==> src/rtl/bell_pkg.sv <==
package bell_pkg;

   typedef struct packed {
      logic [7:0] hour;
      logic [7:0] min;
   } bell_entry_t;

   // BCD digits are monotonic, so plain unsigned compare of the packed key orders times.
   function automatic logic key_le(input bell_entry_t a, input bell_entry_t b);
      return {a.hour, a.min} <= {b.hour, b.min};
   endfunction

endpackage

==> src/rtl/bell_table.sv <==
module bell_table
   import bell_pkg::*;
#(
   parameter int N  = 40,
   parameter int CW = 6
) (
   input  logic                  clk,
   input  logic                  rst_n,
   input  logic                  ed_add,
   input  logic                  ed_del,
   input  logic                  ed_commit,
   input  logic                  ed_cancel,
   input  logic [CW-1:0]         ed_idx,
   input  bell_entry_t           ed_entry,
   input  logic [CW-1:0]         rd_idx,
   output bell_entry_t           rd_entry,
   output logic                  rd_valid,
   output logic [CW-1:0]         wk_count,
   output logic                  full,
   output logic                  edit_open,
   output bell_entry_t [N-1:0]   live_tab,
   output logic [CW-1:0]         live_count
);

   bell_entry_t [N-1:0] wk_q, live_q, ins_tab, del_tab;
   logic [CW-1:0]       wk_cnt_q, live_cnt_q, ins_pos;
   logic                edit_q;
   logic                del_ok;

   assign full   = (wk_cnt_q == CW'(N));
   assign del_ok = (ed_idx < wk_cnt_q);

   // Insertion point: number of valid entries not later than the new key
   always_comb begin
      ins_pos = '0;
      for (int i = 0; i < N; i++) begin
         if (CW'(i) < wk_cnt_q && key_le(wk_q[i], ed_entry))
            ins_pos = ins_pos + CW'(1);
      end
   end

   // Per-slot shift networks for insert and delete
   for (genvar i = 0; i < N; i++) begin : g_slot
      if (i == 0) begin : g_ins_first
         assign ins_tab[i] = (ins_pos == '0) ? ed_entry : wk_q[i];
      end else begin : g_ins_rest
         assign ins_tab[i] = (CW'(i) < ins_pos)  ? wk_q[i]  :
                             (CW'(i) == ins_pos) ? ed_entry : wk_q[i-1];
      end
      if (i == N-1) begin : g_del_last
         assign del_tab[i] = (CW'(i) < ed_idx) ? wk_q[i] : '0;
      end else begin : g_del_rest
         assign del_tab[i] = (CW'(i) < ed_idx) ? wk_q[i] : wk_q[i+1];
      end
   end

   always_ff @(posedge clk or negedge rst_n) begin
      if (!rst_n) begin
         wk_q       <= '0;
         live_q     <= '0;
         wk_cnt_q   <= '0;
         live_cnt_q <= '0;
         edit_q     <= 1'b0;
      end else if (ed_cancel) begin
         wk_q     <= live_q;
         wk_cnt_q <= live_cnt_q;
         edit_q   <= 1'b0;
      end else if (ed_commit) begin
         live_q     <= wk_q;
         live_cnt_q <= wk_cnt_q;
         edit_q     <= 1'b0;
      end else if (ed_del) begin
         if (del_ok) begin
            wk_q     <= del_tab;
            wk_cnt_q <= wk_cnt_q - CW'(1);
         end
         edit_q <= 1'b1;
      end else if (ed_add) begin
         if (!full) begin
            wk_q     <= ins_tab;
            wk_cnt_q <= wk_cnt_q + CW'(1);
         end
         edit_q <= 1'b1;
      end
   end

   // Browse port on the working list
   always_comb begin
      rd_entry = '0;
      rd_valid = 1'b0;
      for (int i = 0; i < N; i++) begin
         if (CW'(i) == rd_idx && CW'(i) < wk_cnt_q) begin
            rd_entry = wk_q[i];
            rd_valid = 1'b1;
         end
      end
   end

   assign wk_count   = wk_cnt_q;
   assign edit_open  = edit_q;
   assign live_tab   = live_q;
   assign live_count = live_cnt_q;

endmodule

==> src/rtl/bell_match.sv <==
module bell_match
   import bell_pkg::*;
#(
   parameter int N  = 40,
   parameter int CW = 6
) (
   input  bell_entry_t [N-1:0] tab,
   input  logic [CW-1:0]       count,
   input  bell_entry_t         now,
   output logic                hit
);

   logic [N-1:0] eq;

   for (genvar i = 0; i < N; i++) begin : g_cmp
      assign eq[i] = (CW'(i) < count) && (tab[i] == now);
   end

   assign hit = |eq;

endmodule

==> src/rtl/bell_ringer.sv <==
module bell_ringer #(
   parameter int RING_SECS = 10
) (
   input  logic clk,
   input  logic rst_n,
   input  logic sec_tick,
   input  logic start,
   output logic relay_on
);

   localparam int RW = $clog2(RING_SECS + 1);

   if (RING_SECS == 1) begin : g_single
      logic on_q;
      always_ff @(posedge clk or negedge rst_n) begin
         if (!rst_n)        on_q <= 1'b0;
         else if (start)    on_q <= 1'b1;
         else if (sec_tick) on_q <= 1'b0;
      end
      assign relay_on = on_q;
   end else begin : g_count
      logic [RW-1:0] left_q;
      always_ff @(posedge clk or negedge rst_n) begin
         if (!rst_n)
            left_q <= '0;
         else if (start)
            left_q <= RW'(RING_SECS);
         else if (sec_tick && left_q != '0)
            left_q <= left_q - RW'(1);
      end
      assign relay_on = (left_q != '0);
   end

endmodule

==> src/rtl/bell_sched.sv <==
module bell_sched
   import bell_pkg::*;
#(
   parameter  int N_ENTRIES = 40,
   parameter  int RING_SECS = 10,
   localparam int CW        = $clog2(N_ENTRIES + 1)
) (
   input  logic          clk,
   input  logic          rst_n,
   input  logic          sec_tick,
   input  logic [7:0]    tm_hour,
   input  logic [7:0]    tm_min,
   input  logic [7:0]    tm_sec,
   input  logic          ed_add,
   input  logic          ed_del,
   input  logic          ed_commit,
   input  logic          ed_cancel,
   input  logic [CW-1:0] ed_idx,
   input  logic [7:0]    ed_hour,
   input  logic [7:0]    ed_min,
   input  logic [CW-1:0] rd_idx,
   output logic [7:0]    rd_hour,
   output logic [7:0]    rd_min,
   output logic          rd_valid,
   output logic [CW-1:0] entry_count,
   output logic          full,
   output logic          edit_open,
   output logic          relay_on
);

   if (N_ENTRIES < 1 || N_ENTRIES > 255) begin : g_bad_entries
      $error("bell_sched: N_ENTRIES must lie in 1..255");
   end
   if (RING_SECS < 1) begin : g_bad_ring
      $error("bell_sched: RING_SECS must be at least 1");
   end

   bell_entry_t             ed_entry, now_entry, rd_entry;
   bell_entry_t [N_ENTRIES-1:0] live_tab;
   logic [CW-1:0]           live_count;
   logic                    hit, minute_edge, ring_start;

   assign ed_entry.hour  = ed_hour;
   assign ed_entry.min   = ed_min;
   assign now_entry.hour = tm_hour;
   assign now_entry.min  = tm_min;

   bell_table #(.N(N_ENTRIES), .CW(CW)) u_table (
      .clk        (clk),
      .rst_n      (rst_n),
      .ed_add     (ed_add),
      .ed_del     (ed_del),
      .ed_commit  (ed_commit),
      .ed_cancel  (ed_cancel),
      .ed_idx     (ed_idx),
      .ed_entry   (ed_entry),
      .rd_idx     (rd_idx),
      .rd_entry   (rd_entry),
      .rd_valid   (rd_valid),
      .wk_count   (entry_count),
      .full       (full),
      .edit_open  (edit_open),
      .live_tab   (live_tab),
      .live_count (live_count)
   );

   bell_match #(.N(N_ENTRIES), .CW(CW)) u_match (
      .tab   (live_tab),
      .count (live_count),
      .now   (now_entry),
      .hit   (hit)
   );

   // Only the strobe at second 00 may fire, and never with edits pending
   assign minute_edge = sec_tick && (tm_sec == 8'h00) && !edit_open;
   assign ring_start  = minute_edge && hit;

   bell_ringer #(.RING_SECS(RING_SECS)) u_ringer (
      .clk      (clk),
      .rst_n    (rst_n),
      .sec_tick (sec_tick),
      .start    (ring_start),
      .relay_on (relay_on)
   );

   assign rd_hour = rd_entry.hour;
   assign rd_min  = rd_entry.min;

endmodule

==> config.mk <==
export PLATFORM = sky130hd
export DESIGN_NAME = bell_sched
export DESIGN_NICKNAME = d
export VERILOG_FILES = /design/src/rtl/bell_pkg.sv /design/src/rtl/bell_table.sv /design/src/rtl/bell_match.sv /design/src/rtl/bell_ringer.sv /design/src/rtl/bell_sched.sv
export SDC_FILE = /design/constraint.sdc
export NUM_CORES = 2
export LEC_CHECK = 0
export ABC_AREA = 0
export BUFFER_PORTS_ARGS = -buffer_cell sky130_fd_sc_hd__buf_2
export CORE_MARGIN = 2
export CORE_UTILIZATION = 33
export CTS_CLUSTER_SIZE = 30
export DETAILED_ROUTE_END_ITERATION = 7
export RECOVER_POWER = 25
export SLEW_MARGIN = 20
export SYNTH_ARGS = -nofsm -noshare
export SYNTH_HDL_FRONTEND = slang
export SYNTH_HIERARCHICAL = 1
export SYNTH_SLANG_ARGS = --single-unit
==> constraint.sdc <==
create_clock -name clk -period 28.1 [get_ports clk]
set_input_delay 8.43 -clock clk [delete_from_list [all_inputs] [get_ports clk]]
set_output_delay 8.43 -clock clk [all_outputs]
set_load 0.1 [all_outputs]
* Yosys cells after proc, flatten, opt, wreduce, memory -nomap -nowiden *
Index checks and enable logic that the tools add are counted.

word-level totals
  output and inout port bits = 26
  bits of input ports = 59
  bits in registers = 1297
  logic and storage cells = 1041

cells by class
  eq/ne operators = 201
  $lt $le $gt $ge = 200
  mux-type cells = 257
  bitwise operators = 1
  $add $sub $neg = 42
  reductions and logical operators = 176

operators with widths
  cell                   count
  $mux W640              6
  $mux W16               159
  $eq A16 B16 Y1         40
  $le A16 B16 Y1         40
  $lt A5 B6 Y1 const A   64
  $mux W6                45
  $ne A3 B3 Y1 const B   80
  $reduce_and A6 Y1      40
  $add A6 B1 Y6 const B  39
  $eq A5 B6 Y1 const A   32
  $lt A4 B6 Y1 const A   32
  $lt A6 B6 Y1 const A   32
  $logic_and A1 B1 Y1    124
  $eq A4 B6 Y1 const A   16
  $eq A6 B6 Y1 const A   16
  $lt A3 B6 Y1 const A   16
  $eq A3 B6 Y1 const A   8
  $lt A2 B6 Y1 const A   8
  $mux W1                45
  $lt A1 B6 Y1 const A   7
  $reduce_or A40 Y1      1
  $eq A2 B6 Y1 const A   4
  $eq A1 B6 Y1 const A   2
  $logic_not A6 Y1       2
  other kinds (16)       19

* Logic depth before layout (Yosys ltp) *
  depth in word-level cells = 89
  mapped depth = 152
  mapped depth without buffers = 148

* Cells and area by module *
The synthesis kept the hierarchy.

by module, submodules not included
  module       area an instance (um^2)  cells each  times used
  bell_table   90907.2                  9498        1
  bell_match   8079.0                   1021        1
  bell_ringer  229.0                    24          1
  bell_sched   35.0                     4           1

* Least setup slack after synthesis *
OpenSTA, ideal clock, no wires.

  kind = in2reg
  from = input port ed_min[2]
  to = register u_table/wk_q[324] in the netlist's numbering
  stages on the path = 148
  path buffers = 3
  library setup time = 0.128 ns
  data required time = 27.972 ns
  arrival time = 36.336 ns
  path slack = -8.364 ns
  cells stage by stage = clkbuf_1 > clkbuf_1 > inv_1 > ha_1 > a21oi_1 > o22ai_1 > o21a_1 > o21a_1 > o21ai_0 > nand2b_1 > a21oi_1 > o221a_2 > o22a_1 > ha_1 > xnor2_4 > ha_1 > nand2_1 > o22ai_1 > [112 not listed] > o21ai_0 > ha_1 > mux2i_1 > inv_1 > ha_1 > nand2_1 > o21ai_0 > ha_1 > mux2_2 > nor2_1 > nand2_1 > nor2_1 > o211ai_1 > mux2i_4 > o221ai_1 > nor2_1 > buf_4 > mux2_1

between the ends
  cells in the longest elaborated chain, start to end = 89

ends and longest elaborated chain
  element                 line              source
  start: declaration      bell_sched.sv:20  input logic [7:0] ed_min,
  $le A16 B16 Y1          bell_pkg.sv:10    return {a.hour, a.min} <= {b.hour, b.min};
  $logic_and A1 B1 Y1     bell_table.sv:37  if (CW'(i) < wk_cnt_q && key_le(wk_q[i], ed_entry))
  $mux W1                 bell_table.sv:37
  $add A1 B1 Y2           bell_table.sv:38  ins_pos = ins_pos + CW'(1);
  $mux W6                 bell_table.sv:37
  $add A6 B1 Y6           bell_table.sv:38
  $mux W6                 bell_table.sv:37
  $add A6 B1 Y6           bell_table.sv:38
  [73 not listed]         --
  $eq A5 B6 Y1            bell_table.sv:48  (CW'(i) == ins_pos) ? ed_entry : wk_q[i-1];
  $mux W16                bell_table.sv:48
  $mux W16                bell_table.sv:47  assign ins_tab[i] = (CW'(i) < ins_pos) ? wk_q[i] :
  $mux W640               bell_table.sv:79  if (!full) begin
  $mux W640               bell_table.sv:78  end else if (ed_add) begin
  $mux W640               bell_table.sv:72  end else if (ed_del) begin
  $mux W640               bell_table.sv:68  end else if (ed_commit) begin
  $mux W640               bell_table.sv:64  end else if (ed_cancel) begin
  end signal: assignment  bell_table.sv:65  wk_q <= live_q;
  end signal: assignment  bell_table.sv:74  wk_q <= del_tab;
  end signal: assignment  bell_table.sv:80  wk_q <= ins_tab;
  end: declaration        bell_table.sv:25  bell_entry_t [N-1:0] wk_q, live_q, ins_tab, del_tab;

Mark *: on every way between the ends. The rest lies on a longest branch, timed or not. The select of a mux whose other input is x is not followed.
A chain may end at the register's enable or synchronous reset.

* Worst setup path after layout *
  from = input port ed_hour[4]
  to = register u_table/wk_q[100] in the netlist's numbering

between the ends
  cells in the longest elaborated chain, start to end = 89

ends and longest elaborated chain
  element              line              source
  start: declaration   bell_sched.sv:19  input logic [7:0] ed_hour,
  $le A16 B16 Y1       bell_pkg.sv:10
  $logic_and A1 B1 Y1  bell_table.sv:37
  $mux W1              bell_table.sv:37
  $add A1 B1 Y2        bell_table.sv:38
  $mux W6              bell_table.sv:37
  $add A6 B1 Y6        bell_table.sv:38
  $mux W6              bell_table.sv:37
  $add A6 B1 Y6        bell_table.sv:38
  [73 not listed]      --
  $eq A3 B6 Y1         bell_table.sv:48
  $mux W16             bell_table.sv:48
  $mux W16             bell_table.sv:47
  $mux W640            bell_table.sv:79
  $mux W640            bell_table.sv:78
  $mux W640            bell_table.sv:72
  $mux W640            bell_table.sv:68
  $mux W640            bell_table.sv:64

Marks and branches as above.

==> results_dict.tcl <==
set metrics [dict create \
    status "complete, but fails checks" \
    violations "DRC, capacitance limit, slew limit, setup timing" \
    grt_pass1_vias 90330 \
    dpl_worst_slack_ns -6.536 \
    start_util_pct 33.14 \
    wl_um 510600 \
    grt_max_degree 152 \
    place_area_um2 110100 \
    ys.flop_type "dfrtp_1" \
    worst_pin_slew_ns 6.598 \
    dr.pass1.iters 8 \
    cp_max_fo 16 \
    r2r_start "u_table/wk_count[1]" \
    crit_required_ns 28.85 \
    final_area_um2 118900 \
    htreeDepth 4 \
    setup_viol 640 \
    fin_crit_sh_pct 117.4 \
    cp.arrival_ns 33.74 \
    yosysWarningCount 6 \
    root_buffer "clkbuf_16" \
    boundaryPins 85 \
    startpoint "ed_hour[4]" \
    die_area_um2 305200 \
    ys_types 124 \
    startpoint_type "primary input" \
    holdCritPathClass "reg2reg" \
    drc 2 \
    wl_per_cell_um 33.91 \
    clock_latency_ns 0.89 \
    grt_antenna_before_repair 44 \
    drv_cap 1 \
    die_w_um 552.4 \
    areaGrowthSynthToFinish_pct 19.81 \
    cts_made_buffers 162 \
    end_kind "flop" \
    max_freq_ghz 0.03031 \
    vias_per_cell 6.490 \
    numPortBuffers 84 \
    report.final.slew_viol_count 105 \
    hold_viol_final 0 \
    synth-edff-count 0 \
    cts.sink_count 1297 \
    final_antenna_net_count 0 \
    relSlewSlack_pct -339.9 \
    ys_seq_area_share_pct 32.70 \
    fin_nets 11690 \
    syn_inst 10550 \
    dp_hpwl_um 353800 \
    rsz0062_at_grt "yes" \
    path_clk_slew_ns 0.07 \
    fp-row-count 201 \
    clock_skew_ns 0.06352 \
    cp_slowest_cell "o32a_4" \
    netlist_area_um2 99250 \
    die_y_um 552.4 \
    ys_ff_latch 1297 \
    synth_nets 11290 \
    setup.worst_path.class "in2reg" \
    grtUsageTotal_pct 31.64 \
    clock_path_buffers 4 \
    grt_first_pass_wirelength_um 703600 \
    gp_congestion 1.036 \
    cpMostUsedCell "ha_4" \
    min_period_ns 32.99 \
    ys_async_sr_fraction_pct 100.0 \
    drt_first_iter_violations 15760 \
    core-area_um2 299500 \
    num_vias 97700 \
    globalRouteOverflowTotal 0 \
    layout-drive-gt1-share_pct 24.46 \
    hold_start "u_table/live_count[2]" \
    layout_common_cells "dfrtp_1, mux2_2, a21oi_1" \
    final_common_cell "dfrtp_1" \
    syn_area_per_cell_um2 9.410 \
    max_stage_delay_ns 0.44 \
    cts_tree "yes" \
    fin_ws_ns -4.889 \
]
==> worst max-delay path: cells and delay by family <==
kind / cells / cell delay, ns
buf+inv: 18 / 2.15
compound gates: 38 / 5.53
simple gates: 41 / 5.05
fa+ha+maj: 39 / 9.96
mux: 9 / 2.27
xor+xnor: 1 / 0.26
==> cell usage after synthesis, drive strengths merged (13+ instances only) <==
cell type	number	area [µm²]
a222oi	85	850.8
ha	688	8608
o21a	147	1104
o31ai	14	105.1
xnor3	28	641.9
a21oi	764	3842
nor4	158	1085
a311oi	13	120.1
nand2	685	2571
nand2b	52	325.3
a32oi	19	166.4
nor3b	23	182.7
mux2i	396	3989
a2111oi	25	237.7
and3	34	212.7
a21o	98	735.7
and2	19	118.9
or2	35	219.0
nand4	198	1245
o22ai	152	950.9
inv	192	720.7
a22oi	247	1854
buf	190	1294
dfrtp	1297	32460
nor3	119	674.4
a31oi	286	1804
a221o	36	360.4
mux2	1015	11460
o21ai	664	3323
a211oi	67	518.0
xor2	416	3692
o221ai	46	415.4
nor2	728	2748
nor2b	59	369.1
o311ai	29	261.5
a221oi	63	604.3
or3	42	267.8
a211o	46	402.9
o211ai	90	685.7
nand3	164	830.8
clkbuf	574	2155
xnor2	376	3458
==> sequential cells by signal, summed over array words and instances, names as in the netlist <==
signal,flops
u_table/edit_open,1
u_table/wk_count,6
u_table/live_tab,640
u_table/wk_q,640
u_table/live_count,6
u_ringer/g_count.left_q,4
==> per-layer routing <==
layer	wire [µm]	global-route usage, %
met5	165	0
met4	42020	22.05
met3	73010	10.58
met2	202600	43.48
met1	192800	41.34
==> what timing repair did <==
action	CTS	global route
gates cloned	2	25
pin swaps	38	116
hold buffers	0	0
setup endpoints to repair	640	640
gates resized for setup	70	419
buffers inserted	20	82
==> per-stage QoR <==
step,hold WS (ns),utilization [%],cells,TNS (ns)
2_1_floorplan,0.4807,-,10550,-3826.36
5_1_grt,0.5420,39.68,15030,-3534.03
3_3_place_gp,0.4644,36.74,14610,-3999.75
4_1_cts,0.4872,38.68,14920,-3096.72
6_report,0.4884,39.70,15060,-2990.79
3_5_place_dp,0.4720,36.75,14610,-4067.76
==> cells by family after synthesis <==
family | synth area share, %
adder cells (fa/ha/maj) | 8.673
multiplexers | 15.59
flip-flops | 32.70
buffers and inverters | 4.212
AO/OA/AOI/OAI | 19.52
XOR/XNOR | 7.924
AND/OR/NAND/NOR | 11.37
==> final timing paths <==
| kind | to | slack [ns] | depth (start not counted) |
|---|---|---|---|
| hold reg to reg | u_table/live_count[2] | 0.49 | 2 |
| min in group asynchronous | u_table/live_tab[577] | 10.03 | 1 |
| setup / recovery | u_table/wk_q[100] | -4.89 | 146 |
| hold / removal | u_table/live_count[2] | 0.49 | 2 |
| setup reg to reg | u_table/wk_q[100] | 2.33 | 143 |
| max in group asynchronous | u_table/live_tab[208] | 11.53 | 6 |
==> cell type report <==
| cell class | instances | area [µm²] |
|---|---|---|
| antenna | 35 | 87.58 |
| sequential | 1297 | 32460 |
| fill | 29660 | 180600 |
| clock buffer | 233 | 4753 |
| tap | 3958 | 4952 |
| multi-input combinational | 8291 | 65730 |
| inverter | 195 | 787.0 |
| clock inverter | 47 | 509.2 |
| timing repair buffer | 999 | 9637 |
Power is not shown: default switching activity piles up to over one toggle a cycle in this logic, so the estimate is an artifact.
